===== config.mk =====
export PLATFORM = sky130hd
export DESIGN_NAME = pwr_gate_seq
export DESIGN_NICKNAME = d
export VERILOG_FILES = /design/src/rtl/pwr_seq_pkg.sv /design/src/rtl/pwr_iso_clamp.sv /design/src/rtl/pwr_dom_step.sv /design/src/rtl/pwr_seq_ctrl.sv /design/src/rtl/pwr_gate_seq.sv
export SDC_FILE = /design/constraint.sdc
export NUM_CORES = 1
export LEC_CHECK = 0
export ABC_AREA = 1
export BUFFER_PORTS_ARGS = -buffer_cell sky130_fd_sc_hd__buf_2
export CAP_MARGIN = 20
export CELL_PAD_IN_SITES_DETAIL_PLACEMENT = 2
export CELL_PAD_IN_SITES_GLOBAL_PLACEMENT = 2
export CORE_ASPECT_RATIO = 0.7
export CORE_UTILIZATION = 33
export DETAILED_ROUTE_END_ITERATION = 7
export PLACE_DENSITY = 0.9
export SLEW_MARGIN = 30
export SYNTH_ARGS = -nofsm -noshare
export SYNTH_HDL_FRONTEND = slang
export SYNTH_SLANG_ARGS = --single-unit
export TNS_END_PERCENT = 10

===== constraint.sdc =====
create_clock -name clk -period 3.7 [get_ports clk]
set_clock_uncertainty 0.2 [all_clocks]
set_input_delay 0.555 -clock clk [delete_from_list [all_inputs] [get_ports clk]]
set_output_delay 0.555 -clock clk [all_outputs]
set_load 0.1 [all_outputs]

===== src/rtl/pwr_seq_pkg.sv =====
package pwr_seq_pkg;

  localparam int REQ_W = 3;

  localparam logic [REQ_W-1:0] ST_ALL_OFF = 3'd0;
  localparam logic [REQ_W-1:0] ST_HI_ONLY = 3'd1;
  localparam logic [REQ_W-1:0] ST_LO_ONLY = 3'd2;
  localparam logic [REQ_W-1:0] ST_BOTH_ON = 3'd3;

  typedef enum logic [2:0] {
    PH_IDLE,
    PH_ISO,
    PH_SAVE,
    PH_SW_OFF,
    PH_SW_ON,
    PH_SETTLE,
    PH_RESTORE
  } dom_phase_e;

  typedef enum logic [1:0] {
    CT_IDLE,
    CT_PICK,
    CT_WAIT
  } ctrl_state_e;

endpackage


===== src/rtl/pwr_iso_clamp.sv =====
module pwr_iso_clamp #(
  parameter logic CLAMP = 1'b0
) (
  input  logic iso_n,
  input  logic d,
  output logic q
);

  always_comb begin
    if (iso_n) q = d;
    else       q = CLAMP;
  end

endmodule


===== src/rtl/pwr_dom_step.sv =====
module pwr_dom_step
  import pwr_seq_pkg::*;
#(
  parameter int CNT_W   = 8,
  parameter bit HAS_RET = 1'b1
) (
  input  logic             clk,
  input  logic             rst_n,
  input  logic             go_dn,
  input  logic             go_up,
  input  logic             ack,
  input  logic [CNT_W-1:0] save_cyc,
  input  logic [CNT_W-1:0] settle_cyc,
  input  logic [CNT_W-1:0] restore_cyc,
  output logic             sw_en,
  output logic             iso_n,
  output logic             ret,
  output logic             is_on,
  output logic             done
);

  localparam logic [CNT_W-1:0] CNT_ONE  = CNT_W'(1);
  localparam logic [CNT_W-1:0] CNT_ZERO = '0;

  dom_phase_e       ph_q, ph_d;
  logic [CNT_W-1:0] cnt_q, cnt_d;
  logic             sw_q, sw_d;
  logic             iso_q, iso_d;
  logic             ret_q, ret_d;
  logic             on_q, on_d;
  logic             done_q, done_d;
  logic             cnt_zero;

  assign cnt_zero = (cnt_q == CNT_ZERO);

  always_comb begin
    ph_d   = ph_q;
    cnt_d  = cnt_q;
    sw_d   = sw_q;
    iso_d  = iso_q;
    ret_d  = ret_q;
    on_d   = on_q;
    done_d = 1'b0;
    unique case (ph_q)
      PH_IDLE: begin
        if (go_dn && on_q) begin
          iso_d = 1'b0;
          ph_d  = PH_ISO;
        end else if (go_up && !on_q) begin
          sw_d = 1'b0;
          ph_d = PH_SW_ON;
        end
      end
      PH_ISO: begin
        if (HAS_RET) begin
          ret_d = 1'b1;
          cnt_d = save_cyc;
          ph_d  = PH_SAVE;
        end else begin
          sw_d = 1'b1;
          ph_d = PH_SW_OFF;
        end
      end
      PH_SAVE: begin
        if (cnt_zero) begin
          sw_d = 1'b1;
          ph_d = PH_SW_OFF;
        end else begin
          cnt_d = cnt_q - CNT_ONE;
        end
      end
      PH_SW_OFF: begin
        if (!ack) begin
          on_d   = 1'b0;
          done_d = 1'b1;
          ph_d   = PH_IDLE;
        end
      end
      PH_SW_ON: begin
        if (ack) begin
          cnt_d = settle_cyc;
          ph_d  = PH_SETTLE;
        end
      end
      PH_SETTLE: begin
        if (!cnt_zero) begin
          cnt_d = cnt_q - CNT_ONE;
        end else if (HAS_RET) begin
          ret_d = 1'b0;
          cnt_d = restore_cyc;
          ph_d  = PH_RESTORE;
        end else begin
          iso_d  = 1'b1;
          on_d   = 1'b1;
          done_d = 1'b1;
          ph_d   = PH_IDLE;
        end
      end
      PH_RESTORE: begin
        if (cnt_zero) begin
          iso_d  = 1'b1;
          on_d   = 1'b1;
          done_d = 1'b1;
          ph_d   = PH_IDLE;
        end else begin
          cnt_d = cnt_q - CNT_ONE;
        end
      end
      default: ph_d = PH_IDLE;
    endcase
  end

  always_ff @(posedge clk or negedge rst_n) begin
    if (!rst_n) begin
      ph_q   <= PH_IDLE;
      cnt_q  <= '0;
      sw_q   <= 1'b1;
      iso_q  <= 1'b0;
      ret_q  <= 1'b0;
      on_q   <= 1'b0;
      done_q <= 1'b0;
    end else begin
      ph_q   <= ph_d;
      cnt_q  <= cnt_d;
      sw_q   <= sw_d;
      iso_q  <= iso_d;
      ret_q  <= ret_d;
      on_q   <= on_d;
      done_q <= done_d;
    end
  end

  assign sw_en = sw_q;
  assign iso_n = iso_q;
  assign ret   = ret_q;
  assign is_on = on_q;
  assign done  = done_q;

  AST_CUT_NEEDS_ISO: assert property (@(posedge clk) disable iff (!rst_n)
    sw_q |-> !iso_q);
  AST_SAVE_UNDER_ISO: assert property (@(posedge clk) disable iff (!rst_n)
    ret_q |-> !iso_q);
  AST_RELEASE_AFTER_ACK: assert property (@(posedge clk) disable iff (!rst_n)
    $rose(iso_q) |-> ack);

endmodule


===== src/rtl/pwr_seq_ctrl.sv =====
module pwr_seq_ctrl
  import pwr_seq_pkg::*;
(
  input  logic             clk,
  input  logic             rst_n,
  input  logic             req_valid,
  input  logic [REQ_W-1:0] req_state,
  input  logic             lo_on,
  input  logic             hi_on,
  input  logic             lo_done,
  input  logic             hi_done,
  output logic             go_lo_dn,
  output logic             go_lo_up,
  output logic             go_hi_dn,
  output logic             go_hi_up,
  output logic             busy,
  output logic             req_err
);

  ctrl_state_e st_q, st_d;
  logic [1:0]  tgt_q, tgt_d;
  logic [3:0]  go_q, go_d;
  logic        err_q, err_d;
  logic [1:0]  cur;
  logic        nest_break;

  assign cur = {lo_on, hi_on};
  // would switch the high-voltage region off while the low one stays on
  assign nest_break = lo_on && req_state[1] && hi_on && !req_state[0];

  always_comb begin
    st_d  = st_q;
    tgt_d = tgt_q;
    go_d  = 4'b0000;
    err_d = 1'b0;
    unique case (st_q)
      CT_IDLE: begin
        if (req_valid) begin
          if (req_state[REQ_W-1]) begin
            err_d = 1'b1;
          end else if (req_state[1:0] == cur) begin
            st_d = CT_IDLE;
          end else if (nest_break) begin
            err_d = 1'b1;
          end else begin
            tgt_d = req_state[1:0];
            st_d  = CT_PICK;
          end
        end
      end
      CT_PICK: begin
        st_d = CT_WAIT;
        if (lo_on && !tgt_q[1])       go_d = 4'b0001;
        else if (hi_on && !tgt_q[0])  go_d = 4'b0100;
        else if (!lo_on && tgt_q[1])  go_d = 4'b0010;
        else if (!hi_on && tgt_q[0])  go_d = 4'b1000;
        else                          st_d = CT_IDLE;
      end
      CT_WAIT: begin
        if (lo_done || hi_done) st_d = CT_PICK;
      end
      default: st_d = CT_IDLE;
    endcase
  end

  always_ff @(posedge clk or negedge rst_n) begin
    if (!rst_n) begin
      st_q  <= CT_IDLE;
      tgt_q <= 2'b00;
      go_q  <= 4'b0000;
      err_q <= 1'b0;
    end else begin
      st_q  <= st_d;
      tgt_q <= tgt_d;
      go_q  <= go_d;
      err_q <= err_d;
    end
  end

  assign go_lo_dn = go_q[0];
  assign go_lo_up = go_q[1];
  assign go_hi_dn = go_q[2];
  assign go_hi_up = go_q[3];
  assign busy     = (st_q != CT_IDLE);
  assign req_err  = err_q;

  AST_BUSY_IGNORES: assert property (@(posedge clk) disable iff (!rst_n)
    (busy && req_valid) |=> (tgt_q == $past(tgt_q)));
  AST_ERR_WHEN_IDLE: assert property (@(posedge clk) disable iff (!rst_n)
    req_err |-> !busy);
  AST_ONE_STEP: assert property (@(posedge clk) disable iff (!rst_n)
    $onehot0({go_lo_dn, go_lo_up, go_hi_dn, go_hi_up}));

endmodule


===== src/rtl/pwr_gate_seq.sv =====
module pwr_gate_seq
  import pwr_seq_pkg::*;
#(
  parameter int CNT_W = 8
) (
  input  logic             clk,
  input  logic             rst_n,
  input  logic             req_valid,
  input  logic [2:0]       req_state,
  input  logic [CNT_W-1:0] save_cycles,
  input  logic [CNT_W-1:0] settle_cycles,
  input  logic [CNT_W-1:0] restore_cycles,
  input  logic             lo_ack,
  input  logic             hi_ack,
  input  logic             lo_out_a,
  input  logic             lo_out_b,
  input  logic             hi_out,
  output logic             lo_sw_en,
  output logic             hi_sw_en,
  output logic             lo_iso_n,
  output logic             hi_iso_n,
  output logic             ret_save,
  output logic             lo_out_a_iso,
  output logic             lo_out_b_iso,
  output logic             hi_out_iso,
  output logic [2:0]       cur_state,
  output logic             busy,
  output logic             req_err
);

  logic [1:0] rst_sync_q;
  logic       rst_int_n;
  logic       go_lo_dn, go_lo_up, go_hi_dn, go_hi_up;
  logic       lo_on, hi_on, lo_done, hi_done;
  logic       hi_ret;

  always_ff @(posedge clk or negedge rst_n) begin
    if (!rst_n) rst_sync_q <= 2'b00;
    else        rst_sync_q <= {rst_sync_q[0], 1'b1};
  end
  assign rst_int_n = rst_sync_q[1];

  pwr_seq_ctrl u_ctrl (
    .clk       (clk),
    .rst_n     (rst_int_n),
    .req_valid (req_valid),
    .req_state (req_state),
    .lo_on     (lo_on),
    .hi_on     (hi_on),
    .lo_done   (lo_done),
    .hi_done   (hi_done),
    .go_lo_dn  (go_lo_dn),
    .go_lo_up  (go_lo_up),
    .go_hi_dn  (go_hi_dn),
    .go_hi_up  (go_hi_up),
    .busy      (busy),
    .req_err   (req_err)
  );

  pwr_dom_step #(.CNT_W(CNT_W), .HAS_RET(1'b1)) u_lo (
    .clk         (clk),
    .rst_n       (rst_int_n),
    .go_dn       (go_lo_dn),
    .go_up       (go_lo_up),
    .ack         (lo_ack),
    .save_cyc    (save_cycles),
    .settle_cyc  (settle_cycles),
    .restore_cyc (restore_cycles),
    .sw_en       (lo_sw_en),
    .iso_n       (lo_iso_n),
    .ret         (ret_save),
    .is_on       (lo_on),
    .done        (lo_done)
  );

  pwr_dom_step #(.CNT_W(CNT_W), .HAS_RET(1'b0)) u_hi (
    .clk         (clk),
    .rst_n       (rst_int_n),
    .go_dn       (go_hi_dn),
    .go_up       (go_hi_up),
    .ack         (hi_ack),
    .save_cyc    (save_cycles),
    .settle_cyc  (settle_cycles),
    .restore_cyc (restore_cycles),
    .sw_en       (hi_sw_en),
    .iso_n       (hi_iso_n),
    .ret         (hi_ret),
    .is_on       (hi_on),
    .done        (hi_done)
  );

  pwr_iso_clamp #(.CLAMP(1'b1)) u_clamp_a (.iso_n(lo_iso_n), .d(lo_out_a), .q(lo_out_a_iso));
  pwr_iso_clamp #(.CLAMP(1'b0)) u_clamp_b (.iso_n(lo_iso_n), .d(lo_out_b), .q(lo_out_b_iso));
  pwr_iso_clamp #(.CLAMP(1'b1)) u_clamp_h (.iso_n(hi_iso_n), .d(hi_out),   .q(hi_out_iso));

  assign cur_state = {1'b0, lo_on, hi_on};

  AST_NEST_ORDER: assert property (@(posedge clk) disable iff (!rst_int_n)
    $rose(hi_sw_en) |-> lo_sw_en);
  AST_LO_CLAMPED_OFF: assert property (@(posedge clk) disable iff (!rst_int_n)
    lo_sw_en |-> (lo_out_a_iso && !lo_out_b_iso));
  AST_HI_CLAMPED_OFF: assert property (@(posedge clk) disable iff (!rst_int_n)
    hi_sw_en |-> hi_out_iso);
  AST_HI_NO_RET: assert property (@(posedge clk) disable iff (!rst_int_n)
    !hi_ret);

endmodule


==> metrics.yaml <==
status: "completed"
antenna_found_initial: 0
crit_path_max_fanout: 15
clk_pin_slew_ns: 0.07
reg2reg_depth: 8
p_per_area_nw_per_um2: 1050
wirelength_um: 9720
finalSetupTns_ns: 0
synth_warnings: 0
drt-pass1-iter-count: 4
io_pins: 48
vias_per_cell: 4.95
rows: 27
drive_above_1_share_pct: 16.7
tritoncts: "done"
fill_cells: 1017
h-tree-depth: 2
cp.arrival_ns: 2.51
start_util_pct: 35.1
timing.fmax_mhz: 402
finalCritPeriodShare_pct: 67.2
core_um2: 8140
cts_hold_buf: 1
end_kind: "flip-flop"
path_cells: "inv_1 -> nor2_1 -> nand2_1 -> nand2_1 -> nand2_1 -> nand2_1 -> nand2_1 -> nand2_1"
setup_viol: 0
cts_setup_buffers: 0
final_hold_viol_count: 0
vias: 2946
regArea_um2: 1050
max_stage_delay_ns: 0.69
cp_top_family: "simple AND/OR/NAND/NOR gates"
drc_errors: 0
cpMostUsedCell: "nand2_1"
fin_util_pct: 40.8
clock-sinks: 42
synth_top_area_cell: "dfrtp_1"
cp.buffers_inverters: 1
multi_input_area_um2: 1490
drv_slew: 0
peakVddDrop_v: 0.000525
grtUsageTotal_pct: 23.6
clock_latency_ns: 0.29
drt_iter0_drc: 49
fp.dieW_um: 113
ys.flop_type: "dfrtp_1"
synth_top_area_share_pct: 35.0
gp_congestion: 0.818
fp.dieH_um: 79.9
power.leakage_nw: 1.85
synth.ff_latch_count: 42
ys_seq_area_share_pct: 36.8
ant_nets: 0
cp.required_ns: 3.72
synth_area_um2: 2860
area_growth_pct: 16.3
dp_hpwl_um: 7510
path_class: "flip-flop to flip-flop"
worstHoldPathType: "flip-flop to asynchronous set/reset pin"
cts_max_path_buffers: 2
root_buffer: "clkbuf_16"
io_buffers: 46
antenna-diode-count: 0
start_kind: "flip-flop"
async_reset_ff_share_pct: 100
slowest_stage: "nor2_1"
relSlewSlack_pct: 42.8
cts_resized: 0
syn_area_per_cell_um2: 6.63
finalCriticalPeriod_ns: 2.49
yosys-top-cells-area: "dfrtp_1 35%, nand2_1 20%, inv_1 7.9%"
grt_pass1_wl_um: 16300
grt_start_max_net_pins: 41
cap_violations: 0
overflow: 0
synth_cell_types: 36
crit_cells: 8
tightest_slew_ns: 0.855
synth_edf_count: 0
nets: 518
grt_pass1_vias: 3296
cts_buffers: 5
netlist_instances: 431
syn_nets: 471
die_area_um2: 9050
rsz0062_at_grt: "false"
wl_per_cell_um: 16.3
layout_common_cells: "151 x nand2_1, 60 x inv_1, 51 x nor2_1"
final_common_cell: "nand2_1"
==> flip-flops by register name, summed over array words and instances, names as in the netlist, 2 cells and up <==
register      cells
u_hi.cnt_q        8
u_lo.cnt_q        8
u_ctrl.go_q       4
u_hi.ph_q         3
u_lo.ph_q         3
rst_sync_q        2
u_ctrl.st_q       2
u_ctrl.tgt_q      2
==> logic make-up (layout without fill, tap and decap cells) <==
family	Yosys count	in the layout	synth area share (%)
buffers and inverters	71	119	10.9
flip-flops	42	42	36.8
XOR/XNOR	6	6	1.84
AND/OR/NAND/NOR	268	268	40.8
adder cells (fa/ha/maj)	5	5	2.19
other	2	2	0.263
AO/OA/AOI/OAI	37	37	7.13
==> path summary, 6_finish.rpt <==
path / end / startpoint / slack, ns
max: u_lo.cnt_q[3]$_DFFE_PN0P_ / u_lo.ph_q[2]$_DFFE_PN0P_ / 1.21
min: u_lo.cnt_q[0]$_DFFE_PN0P_ / rst_sync_q[1]$_DFF_PN0_ / 0.13
max reg2reg: u_lo.cnt_q[3]$_DFFE_PN0P_ / u_lo.ph_q[2]$_DFFE_PN0P_ / 1.21
min reg2reg: u_lo.cnt_q[0]$_DFFE_PN0P_ / rst_sync_q[1]$_DFF_PN0_ / 0.13
max in group asynchronous: u_hi.sw_en$_DFFE_PN1P_ / rst_sync_q[1]$_DFF_PN0_ / 2.79
min in group clk: rst_sync_q[1]$_DFF_PN0_ / rst_sync_q[0]$_DFF_PN0_ / 0.16
==> Yosys cell counts (3+ instances only) <==
library cell  count
nand2_1         151
inv_1            60
nor2_1           51
dfrtp_1          40
nand3_1          34
o21ai_0          21
nor2_2            6
o21ai_1           6
ha_1              5
nand4_1           5
nor3_1            5
a21oi_1           4
buf_4             4
nand2_2           4
xor2_1            4
nand3b_1          3
==> worst reg2reg max path: cells and delay by family (launching register included) <==
family	cells	cell delay [ns]
simple gates	7	1.47
flops	1	0.61
buf+inv	1	0.13
==> cell type report <==
class | count | area share, %
Inverter | 63 | 7.22
Clock inverter | 3 | 0.640
Tap cell | 116 | 4.36
Sequential cell | 42 | 31.7
Timing Repair Buffer | 48 | 7.45
Clock buffer | 5 | 3.76
Multi-Input combinational cell | 318 | 44.9
==> per-stage QoR <==
| stage | cells | power, mW | instance area, um^2 | hold slack [ns] | setup slack (ns) |
|---|---|---|---|---|---|
| 2_1_floorplan | 431 | 2.52 | 2860 | 0.0594 | 1.31 |
| 3_3_place_gp | 586 | 2.85 | 3170 | 0.136 | 1.57 |
| 3_5_place_dp | 586 | 3.05 | 3170 | 0.141 | 1.30 |
| 4_1_cts | 595 | 3.55 | 3330 | 0.155 | 1.25 |
| 5_1_grt | 595 | 3.84 | 3330 | 0.169 | 0.965 |
| 6_report | 595 | 3.50 | 3330 | 0.129 | 1.21 |
==> power by group <==
group | switching (mW) | internal [mW] | total [mW]
clock | 0.198 | 0.250 | 0.448
combinational | 1.59 | 0.583 | 2.17
sequential | 0.226 | 0.657 | 0.883
total | 2.01 | 1.49 | 3.50
==> per-layer routing <==
layer	wire, um	share of wire, %	vias to the layer above	track usage (%)
met5	0	0	-	0
met4	126	1.3	0	6.32
met3	289	3.0	12	3.72
met2	4660	48	44	41.7
met1	4640	48	1469	30.1
li1	-	-	1421	-
Power figures use the tool's default switching activity.
